<file path="config.mk">
export PLATFORM = sky130hd
export DESIGN_NAME = led_serial_drv
export DESIGN_NICKNAME = d
export VERILOG_FILES = /design/src/rtl/led_ser_pkg.sv /design/src/rtl/led_tick_div.sv /design/src/rtl/led_frame_ctl.sv /design/src/rtl/led_bit_sel.sv /design/src/rtl/led_out_stage.sv /design/src/rtl/led_serial_drv.sv
export SDC_FILE = /design/constraint.sdc
export NUM_CORES = 1
export LEC_CHECK = 0
export BUFFER_PORTS_ARGS = -buffer_cell sky130_fd_sc_hd__buf_4
export CORE_ASPECT_RATIO = 0.8
export CORE_MARGIN = 1.5
export CORE_UTILIZATION = 41
export DETAILED_ROUTE_END_ITERATION = 16
export GPL_ROUTABILITY_DRIVEN = 0
export HOLD_SLACK_MARGIN = 0.12
export REMOVE_ABC_BUFFERS = 1
export SETUP_SLACK_MARGIN = 0.1
export SLEW_MARGIN = 30
export SYNTH_ARGS = -nofsm -noshare
export SYNTH_HDL_FRONTEND = slang
export SYNTH_SLANG_ARGS = --single-unit
</file>
<file path="constraint.sdc">
create_clock -name clk -period 3.5 [get_ports clk]
set_input_delay 0.175 -clock clk [delete_from_list [all_inputs] [get_ports clk]]
set_output_delay 0.175 -clock clk [all_outputs]
set_load 0.1 [all_outputs]
</file>
<file path="src/rtl/led_ser_pkg.sv">
package led_ser_pkg;

  typedef enum logic {
    MODE_DRIVER   = 1'b0,
    MODE_SHIFTREG = 1'b1
  } ser_mode_e;

  localparam int unsigned DEF_LED_N    = 30;
  localparam int unsigned DEF_DIV_W    = 16;
  localparam int unsigned DEF_M0_TAIL  = 5;
  localparam int unsigned DEF_M1_REGS  = 4;
  localparam int unsigned DEF_REG_BITS = 8;

endpackage

</file>
<file path="src/rtl/led_tick_div.sv">
module led_tick_div #(
  parameter int unsigned DIV_W = 16
) (
  input  logic             clk,
  input  logic             rst_n,
  input  logic [DIV_W-1:0] half_i,
  output logic             tick_o
);

  logic [DIV_W-1:0] half_eff;
  logic [DIV_W-1:0] cnt_q;

  always_comb begin
    half_eff = (half_i == '0) ? DIV_W'(1) : half_i;
  end

  always_ff @(posedge clk or negedge rst_n) begin
    if (!rst_n) begin
      cnt_q  <= '0;
      tick_o <= 1'b0;
    end else if (cnt_q >= half_eff - DIV_W'(1)) begin
      cnt_q  <= '0;
      tick_o <= 1'b1;
    end else begin
      cnt_q  <= cnt_q + DIV_W'(1);
      tick_o <= 1'b0;
    end
  end


  tick_gap_chk: assert property (@(posedge clk) disable iff (!rst_n)
    (tick_o && half_eff > DIV_W'(1) && $stable(half_i)) |=> !tick_o);

endmodule

</file>
<file path="src/rtl/led_frame_ctl.sv">
module led_frame_ctl
  import led_ser_pkg::*;
#(
  parameter int unsigned LED_N    = 30,
  parameter int unsigned SLOT_W   = 6,
  parameter int unsigned M0_SLOTS = 36,
  parameter int unsigned M1_SLOTS = 33
) (
  input  logic              clk,
  input  logic              rst_n,
  input  logic              tick_i,
  input  logic              mode_i,
  input  logic [LED_N-1:0]  leds_i,
  output logic              sclk_o,
  output logic              launch_o,
  output ser_mode_e         mode_o,
  output logic [SLOT_W-1:0] slot_nxt_o,
  output ser_mode_e         mode_nxt_o,
  output logic [LED_N-1:0]  hold_nxt_o
);

  logic              fall_due_q;
  logic [SLOT_W-1:0] slot_q;
  ser_mode_e         mode_q;
  logic [LED_N-1:0]  hold_q;
  logic [SLOT_W-1:0] last_slot;
  logic              wrap;

  always_comb begin
    last_slot = (mode_q == MODE_SHIFTREG) ? SLOT_W'(M1_SLOTS - 1)
                                          : SLOT_W'(M0_SLOTS - 1);
    wrap      = (slot_q == last_slot);
    launch_o  = tick_i && fall_due_q;
    slot_nxt_o = slot_q;
    mode_nxt_o = mode_q;
    hold_nxt_o = hold_q;
    if (launch_o) begin
      if (wrap) begin
        slot_nxt_o = '0;
        mode_nxt_o = ser_mode_e'(mode_i);
        hold_nxt_o = leds_i;
      end else begin
        slot_nxt_o = slot_q + SLOT_W'(1);
      end
    end
  end

  always_ff @(posedge clk or negedge rst_n) begin
    if (!rst_n) begin
      sclk_o     <= 1'b0;
      fall_due_q <= 1'b1;
      slot_q     <= SLOT_W'(M0_SLOTS - 1);
      mode_q     <= MODE_DRIVER;
      hold_q     <= '0;
    end else if (tick_i) begin
      sclk_o     <= !fall_due_q;
      fall_due_q <= !fall_due_q;
      slot_q     <= slot_nxt_o;
      mode_q     <= mode_nxt_o;
      hold_q     <= hold_nxt_o;
    end
  end

  assign mode_o = mode_q;


  mode_at_start_chk: assert property (@(posedge clk) disable iff (!rst_n)
    !$stable(mode_q) |-> (slot_q == '0 && $past(launch_o)));


  hold_at_start_chk: assert property (@(posedge clk) disable iff (!rst_n)
    !$stable(hold_q) |-> (slot_q == '0));


  sclk_on_tick_chk: assert property (@(posedge clk) disable iff (!rst_n)
    !$stable(sclk_o) |-> $past(tick_i));


  m1_slot_range_chk: assert property (@(posedge clk) disable iff (!rst_n)
    (mode_q == MODE_SHIFTREG) |-> (slot_q < SLOT_W'(M1_SLOTS)));

endmodule

</file>
<file path="src/rtl/led_bit_sel.sv">
module led_bit_sel
  import led_ser_pkg::*;
#(
  parameter int unsigned LED_N    = 30,
  parameter int unsigned SLOT_W   = 6,
  parameter int unsigned M0_SLOTS = 36,
  parameter int unsigned M1_SLOTS = 33
) (
  input  logic [SLOT_W-1:0] slot_i,
  input  ser_mode_e         mode_i,
  input  logic [LED_N-1:0]  hold_i,
  output logic              line_o,
  output logic              latch_o
);

  logic [M0_SLOTS-1:0] pat_drv;
  logic [M1_SLOTS-1:0] pat_shr;
  logic                raw;

  for (genvar i = 0; i < M0_SLOTS; i++) begin : g_drv
    if (i == 0) begin : g_start
      assign pat_drv[i] = 1'b1;
    end else if (i <= LED_N) begin : g_led
      assign pat_drv[i] = hold_i[i-1];
    end else begin : g_tail
      assign pat_drv[i] = 1'b0;
    end
  end

  for (genvar j = 0; j < M1_SLOTS; j++) begin : g_shr
    if (j < LED_N) begin : g_led
      assign pat_shr[j] = hold_i[j];
    end else begin : g_pad
      assign pat_shr[j] = 1'b0;
    end
  end

  always_comb begin
    raw     = 1'b0;
    latch_o = 1'b0;
    if (mode_i == MODE_SHIFTREG) begin
      if (slot_i < SLOT_W'(M1_SLOTS)) raw = pat_shr[slot_i];
      latch_o = (slot_i == SLOT_W'(M1_SLOTS - 1));
      line_o  = !raw;
    end else begin
      if (slot_i < SLOT_W'(M0_SLOTS)) raw = pat_drv[slot_i];
      line_o = raw;
    end
  end

endmodule

</file>
<file path="src/rtl/led_out_stage.sv">
module led_out_stage (
  input  logic clk,
  input  logic rst_n,
  input  logic launch_i,
  input  logic sclk_i,
  input  logic line_i,
  input  logic latch_i,
  output logic line_o,
  output logic latch_o
);

  always_ff @(posedge clk or negedge rst_n) begin
    if (!rst_n) begin
      line_o  <= 1'b0;
      latch_o <= 1'b0;
    end else if (launch_i) begin
      line_o  <= line_i;
      latch_o <= latch_i;
    end
  end


  data_low_chk: assert property (@(posedge clk) disable iff (!rst_n)
    !$stable(line_o) |-> !sclk_i);


  latch_low_chk: assert property (@(posedge clk) disable iff (!rst_n)
    !$stable(latch_o) |-> !sclk_i);

endmodule

</file>
<file path="src/rtl/led_serial_drv.sv">
module led_serial_drv
  import led_ser_pkg::*;
#(
  parameter int unsigned DIV_W    = DEF_DIV_W,
  parameter int unsigned LED_N    = DEF_LED_N,
  parameter int unsigned M0_TAIL  = DEF_M0_TAIL,
  parameter int unsigned M1_REGS  = DEF_M1_REGS,
  parameter int unsigned REG_BITS = DEF_REG_BITS
) (
  input  logic             clk,
  input  logic             rst_n,
  input  logic [LED_N-1:0] led_vec_i,
  input  logic             mode_sel_i,
  input  logic [DIV_W-1:0] half_div_i,
  output logic             ser_clk_o,
  output logic             ser_data_o,
  output logic             ser_latch_o
);

  localparam int unsigned M0_SLOTS = 1 + LED_N + M0_TAIL;
  localparam int unsigned M1_DATA  = M1_REGS * REG_BITS;
  localparam int unsigned M1_SLOTS = M1_DATA + 1;
  localparam int unsigned MAX_SLOT = (M0_SLOTS > M1_SLOTS) ? M0_SLOTS : M1_SLOTS;
  localparam int unsigned SLOT_W   = $clog2(MAX_SLOT + 1);

  logic              tick;
  logic              launch;
  ser_mode_e         mode_cur;
  logic [SLOT_W-1:0] slot_nxt;
  ser_mode_e         mode_nxt;
  logic [LED_N-1:0]  hold_nxt;
  logic              line_nxt;
  logic              latch_nxt;

  led_tick_div #(.DIV_W(DIV_W)) u_div (
    .clk    (clk),
    .rst_n  (rst_n),
    .half_i (half_div_i),
    .tick_o (tick)
  );

  led_frame_ctl #(
    .LED_N(LED_N), .SLOT_W(SLOT_W), .M0_SLOTS(M0_SLOTS), .M1_SLOTS(M1_SLOTS)
  ) u_ctl (
    .clk        (clk),
    .rst_n      (rst_n),
    .tick_i     (tick),
    .mode_i     (mode_sel_i),
    .leds_i     (led_vec_i),
    .sclk_o     (ser_clk_o),
    .launch_o   (launch),
    .mode_o     (mode_cur),
    .slot_nxt_o (slot_nxt),
    .mode_nxt_o (mode_nxt),
    .hold_nxt_o (hold_nxt)
  );

  led_bit_sel #(
    .LED_N(LED_N), .SLOT_W(SLOT_W), .M0_SLOTS(M0_SLOTS), .M1_SLOTS(M1_SLOTS)
  ) u_sel (
    .slot_i  (slot_nxt),
    .mode_i  (mode_nxt),
    .hold_i  (hold_nxt),
    .line_o  (line_nxt),
    .latch_o (latch_nxt)
  );

  led_out_stage u_out (
    .clk      (clk),
    .rst_n    (rst_n),
    .launch_i (launch),
    .sclk_i   (ser_clk_o),
    .line_i   (line_nxt),
    .latch_i  (latch_nxt),
    .line_o   (ser_data_o),
    .latch_o  (ser_latch_o)
  );

  initial begin
    pad_fit_chk: assert (M1_DATA >= LED_N);
  end


  latch_mode_chk: assert property (@(posedge clk) disable iff (!rst_n)
    ser_latch_o |-> (mode_cur == MODE_SHIFTREG));


  latch_rise_chk: assert property (@(posedge clk) disable iff (!rst_n)
    $rose(ser_latch_o) |-> !ser_clk_o);

endmodule

</file>
==> flow_metrics.env, run 1 <==
export IMPL_drt_iter0_drc=108
export IMPL_fin_area_um2=5025
export IMPL_fin_skew_ps=9.298
export IMPL_met3_usage=0.05011
export IMPL_yosysSeqAreaShare=0.3978
export IMPL_slew_headroom=0.5121
export IMPL_synth_ff_type="dfrtp_1"
export IMPL_instances_no_fill=605
export IMPL_cts_buffers_inserted=9
export IMPL_core_um2=8558
export IMPL_grt_pass1_vias=3116
export IMPL_combPwrFrac=0.187
export IMPL_p_total_mw=1.714
export IMPL_whs_ps=144.4
export IMPL_muxShareOfSynthArea=0.1155
export IMPL_slowest_stage="or4_4"
export IMPL_synth_top_area_cell="dfrtp_1"
export IMPL_routedWlPerCell_um=15.72
export IMPL_first_pass_iters=4
export IMPL_seq_power_share=0.444
export IMPL_port_buffers=51
export IMPL_most_common_layout_cells="buf_4, dfrtp_1, nor2_1, nand2_1, dlygate4sd3_1"
export IMPL_drt_total_wl_um=9508
export IMPL_antenna_found_initial=0
export IMPL_hpwl_um=6674
export IMPL_path_cells="buf_6 -> nor3_4 -> nand2b_1 -> or3_4 -> or4_4 -> nor4_4 -> buf_4 -> a21oi_4 -> buf_6 -> ha_4 -> nand2b_4 -> a21o_1 -> a21o_1 -> a21o_1 -> a21o_1 -> a21oi_2 -> o21ai_2 -> a21o_1 -> nor2_1"
export IMPL_critPathArrivalTime_ps=3660
export IMPL_setup_tns_final_ps=0
export IMPL_min_period_over_period=0.9674
export IMPL_synth_cell_type_count=59
export IMPL_timing_final_ws_setup_ps=114.1
export IMPL_fp_dieH_um=87.52
export IMPL_cp_required_ps=3770
export IMPL_slew_violations=0
export IMPL_die_x_um=108.7
export IMPL_synth_top_family_by_area="simple AND/OR/NAND/NOR gates"
export IMPL_rsz0062_at_grt="true"
export IMPL_vdd_ir_drop_worst_uv=265.2
export IMPL_drv_cap=0
export IMPL_drive_above_1_share=0.3124
export IMPL_synth_area_um2=3661
export IMPL_ys_ff_latch=58
export IMPL_async_flop_share=1.000
export IMPL_grt_use_met2=0.3025
export IMPL_end_kind="flip-flop"
export IMPL_met1_usage=0.3135
export IMPL_path_buf_inv=3
export IMPL_synth_edff_count=0
export IMPL_antenna_left=0
export IMPL_dp_cells=559
export IMPL_switching_share=0.2707
export IMPL_num_antenna_cells=0
export IMPL_grt_total_usage=0.2101
export IMPL_avgSynthCellArea_um2=9.711
export IMPL_overflow=0
export IMPL_io_pins=52
export IMPL_tightest_slew_ps=731.9
export IMPL_switchingPower_mw=0.4642
export IMPL_synthSimpleGateAreaFrac=0.1647
export IMPL_grt_pass1_wl_um=15310
export IMPL_synth_warnings=0
export IMPL_clk_pin_slew_ps=60
export IMPL_leakage_nw=2.373
export IMPL_yosys_top_cells_area="dfrtp_1, ha_1, mux2i_1, mux2_2, xnor2_1"
export IMPL_final_hold_violation_count=0
export IMPL_fin_nets=556
export IMPL_cts_max_level=3
export IMPL_cpPeakStageDelay_ps=450
export IMPL_worstSetupPathType="in2reg"
export IMPL_grt_busiest_layer="met1"
export IMPL_cts_buffer_depth=2
export IMPL_yosysTopAreaCellShare=0.3691
export IMPL_p_clk_frac=0.369
export IMPL_p_int_mw=1.250
export IMPL_synthAdderAreaFrac=0.06494
export IMPL_setup_violations=0
export IMPL_status="completed"
export IMPL_synth_compound_area_frac=0.1394
export IMPL_cts_root_buf="clkbuf_8"
export IMPL_drc_errors=0
export IMPL_worstHoldPathType="in2reg"
export IMPL_clkLatencyLatePin_ps=340
export IMPL_cp_common_cell="a21o_1"
export IMPL_place_area_um2=4360
export IMPL_critPathMaxFanout=4
export IMPL_rows=30
export IMPL_grt_max_degree=59
export IMPL_area_growth_syn_to_layout_pct=37.25
export IMPL_place_ws_ps=-503.4
export IMPL_start_util=0.4278
export IMPL_die_area_um2=9509
export IMPL_cp_start_kind="primary input"
export IMPL_max_freq_mhz=295.3
export IMPL_layout_commonest_cell="buf_4"
export IMPL_tritoncts="built"
export IMPL_vias_per_cell=5.329
export IMPL_cp_top_family="simple AND/OR/NAND/NOR gates"
export IMPL_synthXorXnorAreaFrac=0.07416
export IMPL_powerDensity_nw_per_um2=341.2
export IMPL_fin_crit_ps=3386
export IMPL_vias=3224
export IMPL_numClockSinks=58
export IMPL_postSynthCellCount=377
export IMPL_final_core_util=0.5871
[metal layers]
metal	wire length, µm	share of wire
met5	0	0
met4	140	0.015
met3	563	0.059
met2	3967	0.42
met1	4836	0.51
[power by group through the flow]
stage | clock (mW) | sequential, mW | combinational, mW
after floorplan | 0 | 0.768 | 0.136
after global placement | 0 | 0.771 | 0.245
after detailed placement | 0 | 0.770 | 0.248
after CTS | 0.651 | 0.758 | 0.288
after global routing | 0.683 | 0.767 | 0.356
final | 0.633 | 0.761 | 0.321
[final cells by class]
class	instances	area [µm²]
Clock buffer	12	155.1
Multi-Input combinational cell	285	2205
Fill cell	749	3533
Clock inverter	4	51.30
Timing Repair Buffer	110	927.1
Tap cell	112	140.1
Inverter	24	90.09
Sequential cell	58	1456
[sequential cells by signal (all words and copies together), names as in the netlist]
signal / count
u_out.latch_o: 1
u_div.cnt_q: 16
u_ctl.fall_due_q: 1
u_ctl.slot_q: 6
u_ctl.mode_o: 1
u_out.line_o: 1
u_div.tick_o: 1
u_ctl.hold_q: 30
u_ctl.sclk_o: 1
[path summary, 6_finish.rpt]
kind,to,slack [ps],from,cells after the start
worst max-delay path,u_div.cnt_q[0],110,half_div_i[5],19
worst min-delay path,u_ctl.hold_q[7],140,led_vec_i[7],2
worst max register to register,u_out.line_o,340,u_ctl.slot_q[5],11
worst min register to register,u_ctl.fall_due_q,490,u_div.tick_o,1
max in group asynchronous,u_ctl.hold_q[5],2570,rst_n,2
min in group asynchronous,u_ctl.hold_q[15],430,rst_n,2
[kinds of logic (layout without fill, tap and decap cells)]
logic type,Yosys count,count (layout)
and+or+nand+nor,125,125
AOI/OAI and AO/OA,68,70
DFF,58,58
muxes,40,40
buffers and inverters,36,150
xor gates and xnor gates,31,31
adders and majority gates,19,19
[cells in the mapped netlist, types with 7 or more instances]
cell type / count
dfrtp_1: 54
nor2_1: 40
nand2_1: 30
mux2i_1: 22
inv_1: 21
ha_1: 19
xnor2_1: 18
mux2_2: 17
a21oi_1: 13
xor2_1: 13
o21ai_0: 10
a21o_1: 9
nand4_1: 9
nand3_1: 8
nor3_1: 7
[timing repair]
action                                 in CTS  in global routing
setup endpoints to repair                  17                 18
endpoints found under the hold margin      79                  0
resized for setup                           7                 27
hold buffers                               26                  0
gates cloned                                2                  0
pin swaps                                   2                 21
buffers inserted                            0                  2
Note: power is estimated with default switching activity, not from simulation.
==> run 2: changes to the inputs <==
--- a/config.mk
+++ b/config.mk
@@ -12,7 +12,6 @@
 export DETAILED_ROUTE_END_ITERATION = 16
 export GPL_ROUTABILITY_DRIVEN = 0
 export HOLD_SLACK_MARGIN = 0.12
-export REMOVE_ABC_BUFFERS = 1
 export SETUP_SLACK_MARGIN = 0.1
 export SLEW_MARGIN = 30
 export SYNTH_ARGS = -nofsm -noshare
==> run 2 against run 1 <==
  * Setup slack improved by 120 ps
  * Largest power group unchanged
  * Critical endpoint is now u_div.cnt_q[13]
  * Non-clock buffer count decreased by 5
  * Core utilization decreased by 2.0 points
  * Combinational power decreased by 8.7%
  * Clock-buffer cell count increased by 1
  * Via count decreased by 1.4%
  * Highest routed layer unchanged
==> flow_metrics.env, run 2 (synthesis gave the netlist of run 1 again) <==
export IMPL_status="completed"
export IMPL_drive_above_1_share=0.2772
export IMPL_min_period_over_period=0.9336
export IMPL_hpwl_um=6760
export IMPL_worstHoldPathType="in2reg"
export IMPL_slew_headroom=0.5173
export IMPL_worstSetupPathType="in2reg"
export IMPL_multiInputGateArea_um2=2113
export IMPL_core_um2=8558
export IMPL_antenna_left=0
export IMPL_layout_commonest_cell="buf_4"
export IMPL_place_area_um2=4363
export IMPL_setup_violations=0
export IMPL_die_area_um2=9509
export IMPL_cp_required_ps=3770
export IMPL_grt_pass1_wl_um=15040
export IMPL_fin_nets=550
export IMPL_port_buffers=51
export IMPL_area_growth_syn_to_layout_pct=32.60
export IMPL_syn_nets=445
export IMPL_numClockSinks=58
export IMPL_hold_path_cell_count=3
export IMPL_fin_skew_ps=10.04
export IMPL_rows=30
export IMPL_met1_usage=0.3025
export IMPL_die_x_um=108.7
export IMPL_r2r_end="u_out.line_o"
export IMPL_max_freq_mhz=306.0
export IMPL_tritoncts="built"
export IMPL_top_register="u_ctl.hold_q"
export IMPL_grt_total_usage=0.2065
export IMPL_drt_iter0_drc=163
export IMPL_first_pass_iters=4
export IMPL_cp_start_kind="primary input"
export IMPL_hold_path_end="u_ctl.hold_q[3]"
export IMPL_grt_pass1_vias=3029
export IMPL_reg2reg_slack_ps=300
export IMPL_powerDensity_nw_per_um2=329.6
export IMPL_reg_largest_list="u_ctl.hold_q (30), u_div.cnt_q (16), u_ctl.slot_q (6)"
export IMPL_slew_violations=0
export IMPL_antenna_found_initial=0
export IMPL_vias=3180
export IMPL_overflow=0
export IMPL_end_kind="flip-flop"
export IMPL_cts_root_buf="clkbuf_8"
export IMPL_leakage_nw=2.335
export IMPL_fin_crit_ps=3268
export IMPL_ff2ff_path_depth=11
export IMPL_rsz0062_at_grt="true"
export IMPL_start_util=0.4278
export IMPL_vdd_ir_drop_worst_uv=248.2
export IMPL_vias_per_cell=5.309
export IMPL_min_from="led_vec_i[3]"
export IMPL_routedWlPerCell_um=15.40
export IMPL_fin_area_um2=4855
export IMPL_place_ws_ps=-291.5
export IMPL_fill_cells=805
export IMPL_fp_dieH_um=87.52
export IMPL_drt_total_wl_um=9226
export IMPL_grt_use_met2=0.3042
export IMPL_clk_pin_slew_ps=60
export IMPL_largest_register_ffs=30
export IMPL_drv_cap=0
export IMPL_drc_errors=0
export IMPL_grt_busiest_layer="met2"
export IMPL_timing_final_ws_setup_ps=232.3
export IMPL_met3_usage=0.05460
export IMPL_tightest_slew_ps=724.0
export IMPL_most_common_layout_cells="buf_4, dfrtp_1, nor2_1, nand2_1, dlygate4sd3_1"
export IMPL_cts_buffers_inserted=9
export IMPL_clkLatencyLatePin_ps=350
export IMPL_grt_max_degree=59
export IMPL_num_antenna_cells=0
export IMPL_io_pins=52
export IMPL_cts_max_level=3
export IMPL_reg2reg_from="u_ctl.slot_q[3]"
export IMPL_register_area_um2=1456
export IMPL_critPathArrivalTime_ps=3540
export IMPL_critPathMaxFanout=9
export IMPL_cts_buffer_depth=2
export IMPL_final_hold_violation_count=0
## run 2: cell types whose count changed in the layout (fill, tap and decap cells not counted), moves of 2 or more
cell	before	now
ha_1	16	19
buf_6	3	0
nor2_1	31	40
nor2_2	8	0
buf_4	79	76
ha_4	3	0
clkinv_2	1	3
## run 2: area by class of cell
type	count	share of cell area
clock buffers	13	0.03273
clock inverters	3	0.003093
inverters	24	0.01856
multi-input cells	284	0.4353
flip-flops and latches	58	0.3000
well taps	112	0.02887
repair buffers	105	0.1814
## run 2: timing repair
| item | CTS | global route |
|---|---|---|
| hold buffers | 27 | 0 |
| endpoints found under the hold margin | 80 | 0 |
| gates cloned | 0 | 1 |
| resized for setup | 1 | 6 |
| pin swaps | 0 | 3 |
| endpoints found under the setup margin | 16 | 18 |
| setup buffers | 0 | 2 |
## run 2: worst max-delay path: stages
cell      delay (ps)
buf_4            120
nor3_4           170
nand2b_1          90
or3_4            330
or4_4            440
nor4_4           210
a21oi_2          110
ha_1             290
ha_1             280
a21o_1           150
a21o_1           170
a21o_1           170
a21o_1           180
a21oi_2          140
o21ai_2          100
a21o_4           270
nor2_1           120
## run 2: how the worst max path moves through the flow
stage / end / cells after the start / slack (ps) / start
2_1_floorplan: u_div.cnt_q[10] / 18 / -30 / half_div_i[5]
3_3_place_gp: u_div.cnt_q[1] / 17 / -240 / half_div_i[5]
3_5_place_dp: u_div.cnt_q[13] / 17 / -290 / half_div_i[5]
4_1_cts: u_div.cnt_q[13] / 17 / 130 / half_div_i[5]
5_1_grt: u_div.cnt_q[13] / 17 / 70 / half_div_i[5]
6_report: u_div.cnt_q[13] / 17 / 230 / half_div_i[5]
## run 2: stage by stage
step | utilization | setup TNS, ps | power (mW) | instances | hold slack, ps
final | 0.5673 | 0 | 1.600 | 599 | 139.0
after global routing | 0.5673 | 0 | 1.690 | 599 | 128.4
after CTS | 0.5618 | 0 | 1.604 | 596 | 125.8
after detailed placement | 0.5098 | -4526 | 1.023 | 553 | 290.6
after global placement | 0.5098 | -3816 | 1.017 | 553 | 286.9
after floorplan | - | -201.4 | 0.9071 | 377 | -120.6
## run 2: layer usage
layer / routed length [µm] / share of wire
met5: 0 / 0
met3: 464 / 0.050
met2: 3999 / 0.43
met1: 4660 / 0.51
met4: 102 / 0.011
## run 2: power by group
part,internal (mW),leakage [nW],switching [mW],total [mW]
clock,0.292,0.0932,0.255,0.547
combinational,0.156,1.47,0.137,0.293
sequential,0.709,0.772,0.0507,0.760
==> run 3: changes to the inputs <==
==> constraint.sdc (replaced) <==
create_clock -name clk -period 3.4 [get_ports clk]
set_input_delay 0.17 -clock clk [delete_from_list [all_inputs] [get_ports clk]]
set_output_delay 0.17 -clock clk [all_outputs]
set_load 0.02 [all_outputs]
==> run 3 against run 2 <==
  * Power up 12%
  * First-iteration DRC count up 1.2%
  * Via count up 0.69%
  * Sequential power up 2%
  * Sequential cell count unchanged
  * Die area unchanged
  * Cell count up 0.83%
  * Clock power up 26%
  * Largest cell class unchanged
==> flow_metrics.env, run 3 (synthesis gave the netlist of run 1 again) <==
export IMPL_drv_cap=0
export IMPL_fin_area_um2=4995
export IMPL_top_register="u_ctl.hold_q"
export IMPL_cts_buffer_depth=2
export IMPL_clkLatencyLatePin_ps=340
export IMPL_final_hold_violation_count=0
export IMPL_ff2ff_path_depth=10
export IMPL_path_cells="buf_6 -> nor3_4 -> nand2b_1 -> or3_4 -> or4_4 -> nor4_4 -> a21oi_2 -> ha_1 -> ha_1 -> a21o_1 -> a21o_1 -> a21o_1 -> a21o_1 -> a21oi_2 -> o21ai_2 -> a21o_4 -> nor2_4"
export IMPL_clk_pin_slew_ps=70
export IMPL_hold_path_end="u_ctl.hold_q[3]"
export IMPL_port_buffers=51
export IMPL_cpPeakStageDelay_ps=440
export IMPL_worstSetupPathType="in2reg"
export IMPL_syn_nets=445
export IMPL_die_area_um2=9509
export IMPL_status="completed"
export IMPL_drc_errors=0
export IMPL_setup_tns_final_ps=0
export IMPL_fin_skew_ps=13.74
export IMPL_die_x_um=108.7
export IMPL_r2r_end="u_out.line_o"
export IMPL_drive_above_1_share=0.3008
export IMPL_min_from="led_vec_i[3]"
export IMPL_reg_largest_list="u_ctl.hold_q (30), u_div.cnt_q (16), u_ctl.slot_q (6)"
export IMPL_cp_required_ps=3680
export IMPL_most_common_layout_cells="buf_4, dfrtp_1, nor2_1, nand2_1, dlygate4sd3_1"
export IMPL_slew_headroom=0.5162
export IMPL_grt_pass1_vias=3022
export IMPL_core_um2=8558
export IMPL_cts_max_level=3
export IMPL_critPathMaxFanout=5
export IMPL_critPathArrivalTime_ps=3540
export IMPL_reg2reg_from="u_ctl.slot_q[5]"
export IMPL_start_util=0.4278
export IMPL_grt_max_degree=59
export IMPL_layout_commonest_cell="buf_4"
export IMPL_largest_register_ffs=30
export IMPL_rsz0062_at_grt="true"
export IMPL_vias=3202
export IMPL_fp_dieH_um=87.52
export IMPL_instances_no_fill=604
export IMPL_drt_iter0_drc=165
export IMPL_rows=30
export IMPL_routedWlPerCell_um=15.55
export IMPL_antenna_found_initial=0
export IMPL_fin_nets=555
export IMPL_io_pins=52
export IMPL_vdd_ir_drop_worst_uv=218.2
export IMPL_setup_violations=0
export IMPL_whs_ps=139.5
export IMPL_fin_crit_ps=3266
export IMPL_powerDensity_nw_per_um2=358.2
export IMPL_hold_path_cell_count=3
export IMPL_cts_root_buf="clkbuf_8"
export IMPL_numClockSinks=58
export IMPL_leakage_nw=2.369
export IMPL_overflow=0
export IMPL_slowest_stage="or4_4"
export IMPL_worstHoldPathType="in2reg"
export IMPL_place_area_um2=4373
export IMPL_first_pass_iters=5
export IMPL_tritoncts="built"
export IMPL_max_freq_mhz=306.2
export IMPL_reg2reg_slack_ps=320
export IMPL_grt_pass1_wl_um=14840
export IMPL_end_kind="flip-flop"
export IMPL_hpwl_um=6541
export IMPL_fill_cells=738
export IMPL_cp_common_cell="a21o_1"
export IMPL_cp_start_kind="primary input"
export IMPL_antenna_left=0
export IMPL_area_growth_syn_to_layout_pct=36.43
export IMPL_vias_per_cell=5.301
export IMPL_drt_total_wl_um=9394
export IMPL_min_period_over_period=0.9605
export IMPL_cts_buffers_inserted=9
export IMPL_tightest_slew_ps=725.8
export IMPL_grt_total_usage=0.2014
export IMPL_slew_violations=0
export IMPL_num_antenna_cells=0
export IMPL_dp_cells=556
-- run 3: changes by cell type in the layout (fill, tap and decap cells not counted), sizes merged --
cell / previous run / this run
clkbuf: 13 / 11
bufinv: 0 / 2
buf: 78 / 81
a21o: 10 / 11
clkinvlp: 0 / 1
-- run 3: worst max path at each step --
stage | startpoint | endpoint | slack, ps
after CTS | half_div_i[5] | u_div.cnt_q[14] | 100
after floorplan | half_div_i[5] | u_div.cnt_q[10] | -120
after detailed placement | half_div_i[5] | u_div.cnt_q[11] | -370
final | half_div_i[5] | u_div.cnt_q[14] | 130
after global placement | half_div_i[5] | u_div.cnt_q[13] | -300
after global routing | half_div_i[5] | u_div.cnt_q[9] | -20
-- run 3: what timing repair did --
action / 4_1_cts / 5_1_grt
cloned: 0 / 3
gates resized for setup: 2 / 23
setup endpoints to repair: 17 / 18
buffers inserted: 0 / 2
pin swaps: 0 / 4
endpoints found under the hold margin: 80 / 0
hold buffers: 27 / 0
-- run 3: final cells by class --
type | count | area [µm²] | share of cell area
Multi-Input combinational cell | 285 | 2175 | 0.4354
Sequential cell | 58 | 1456 | 0.2916
Timing Repair Buffer | 109 | 923.4 | 0.1849
Tap cell | 112 | 140.1 | 0.02806
Clock buffer | 10 | 127.6 | 0.02555
Inverter | 24 | 90.09 | 0.01804
Clock inverter | 6 | 82.58 | 0.01653
-- run 3: through the flow --
step | total power, mW | worst slack [ps] | utilization
detailed placement | 1.051 | -367.6 | 0.5110
global placement | 1.043 | -299.9 | 0.5110
floorplan | 0.9280 | -119.8 | -
global route | 1.888 | -23.37 | 0.5836
finish | 1.789 | 134.4 | 0.5836
CTS | 1.775 | 101.8 | 0.5680
-- run 3: worst max-delay path: cells and delay by family --
kind / cells / cell delay, ps
AND/OR/NAND/NOR: 6 / 1350
AO/OA/AOI/OAI: 8 / 1350
buffers and inverters: 1 / 100
adder cells (fa/ha/maj): 2 / 560
-- run 3: layer usage --
layer  GRT usage  up-vias  routed length [µm]  share of wire
met5           0        -                   0              0
met4     0.05861        0                 104          0.011
met3     0.04039       10                 498          0.053
met2      0.2864       87                3943           0.42
met1      0.3068     1533                4848           0.52
li1            -     1572                   -              -
-- run 3: power by group --
group	switching [mW]	total [mW]	leakage, nW	internal (mW)
logic	0.145	0.320	1.49	0.175
clock network	0.282	0.690	0.106	0.409
registers	0.0493	0.779	0.772	0.730
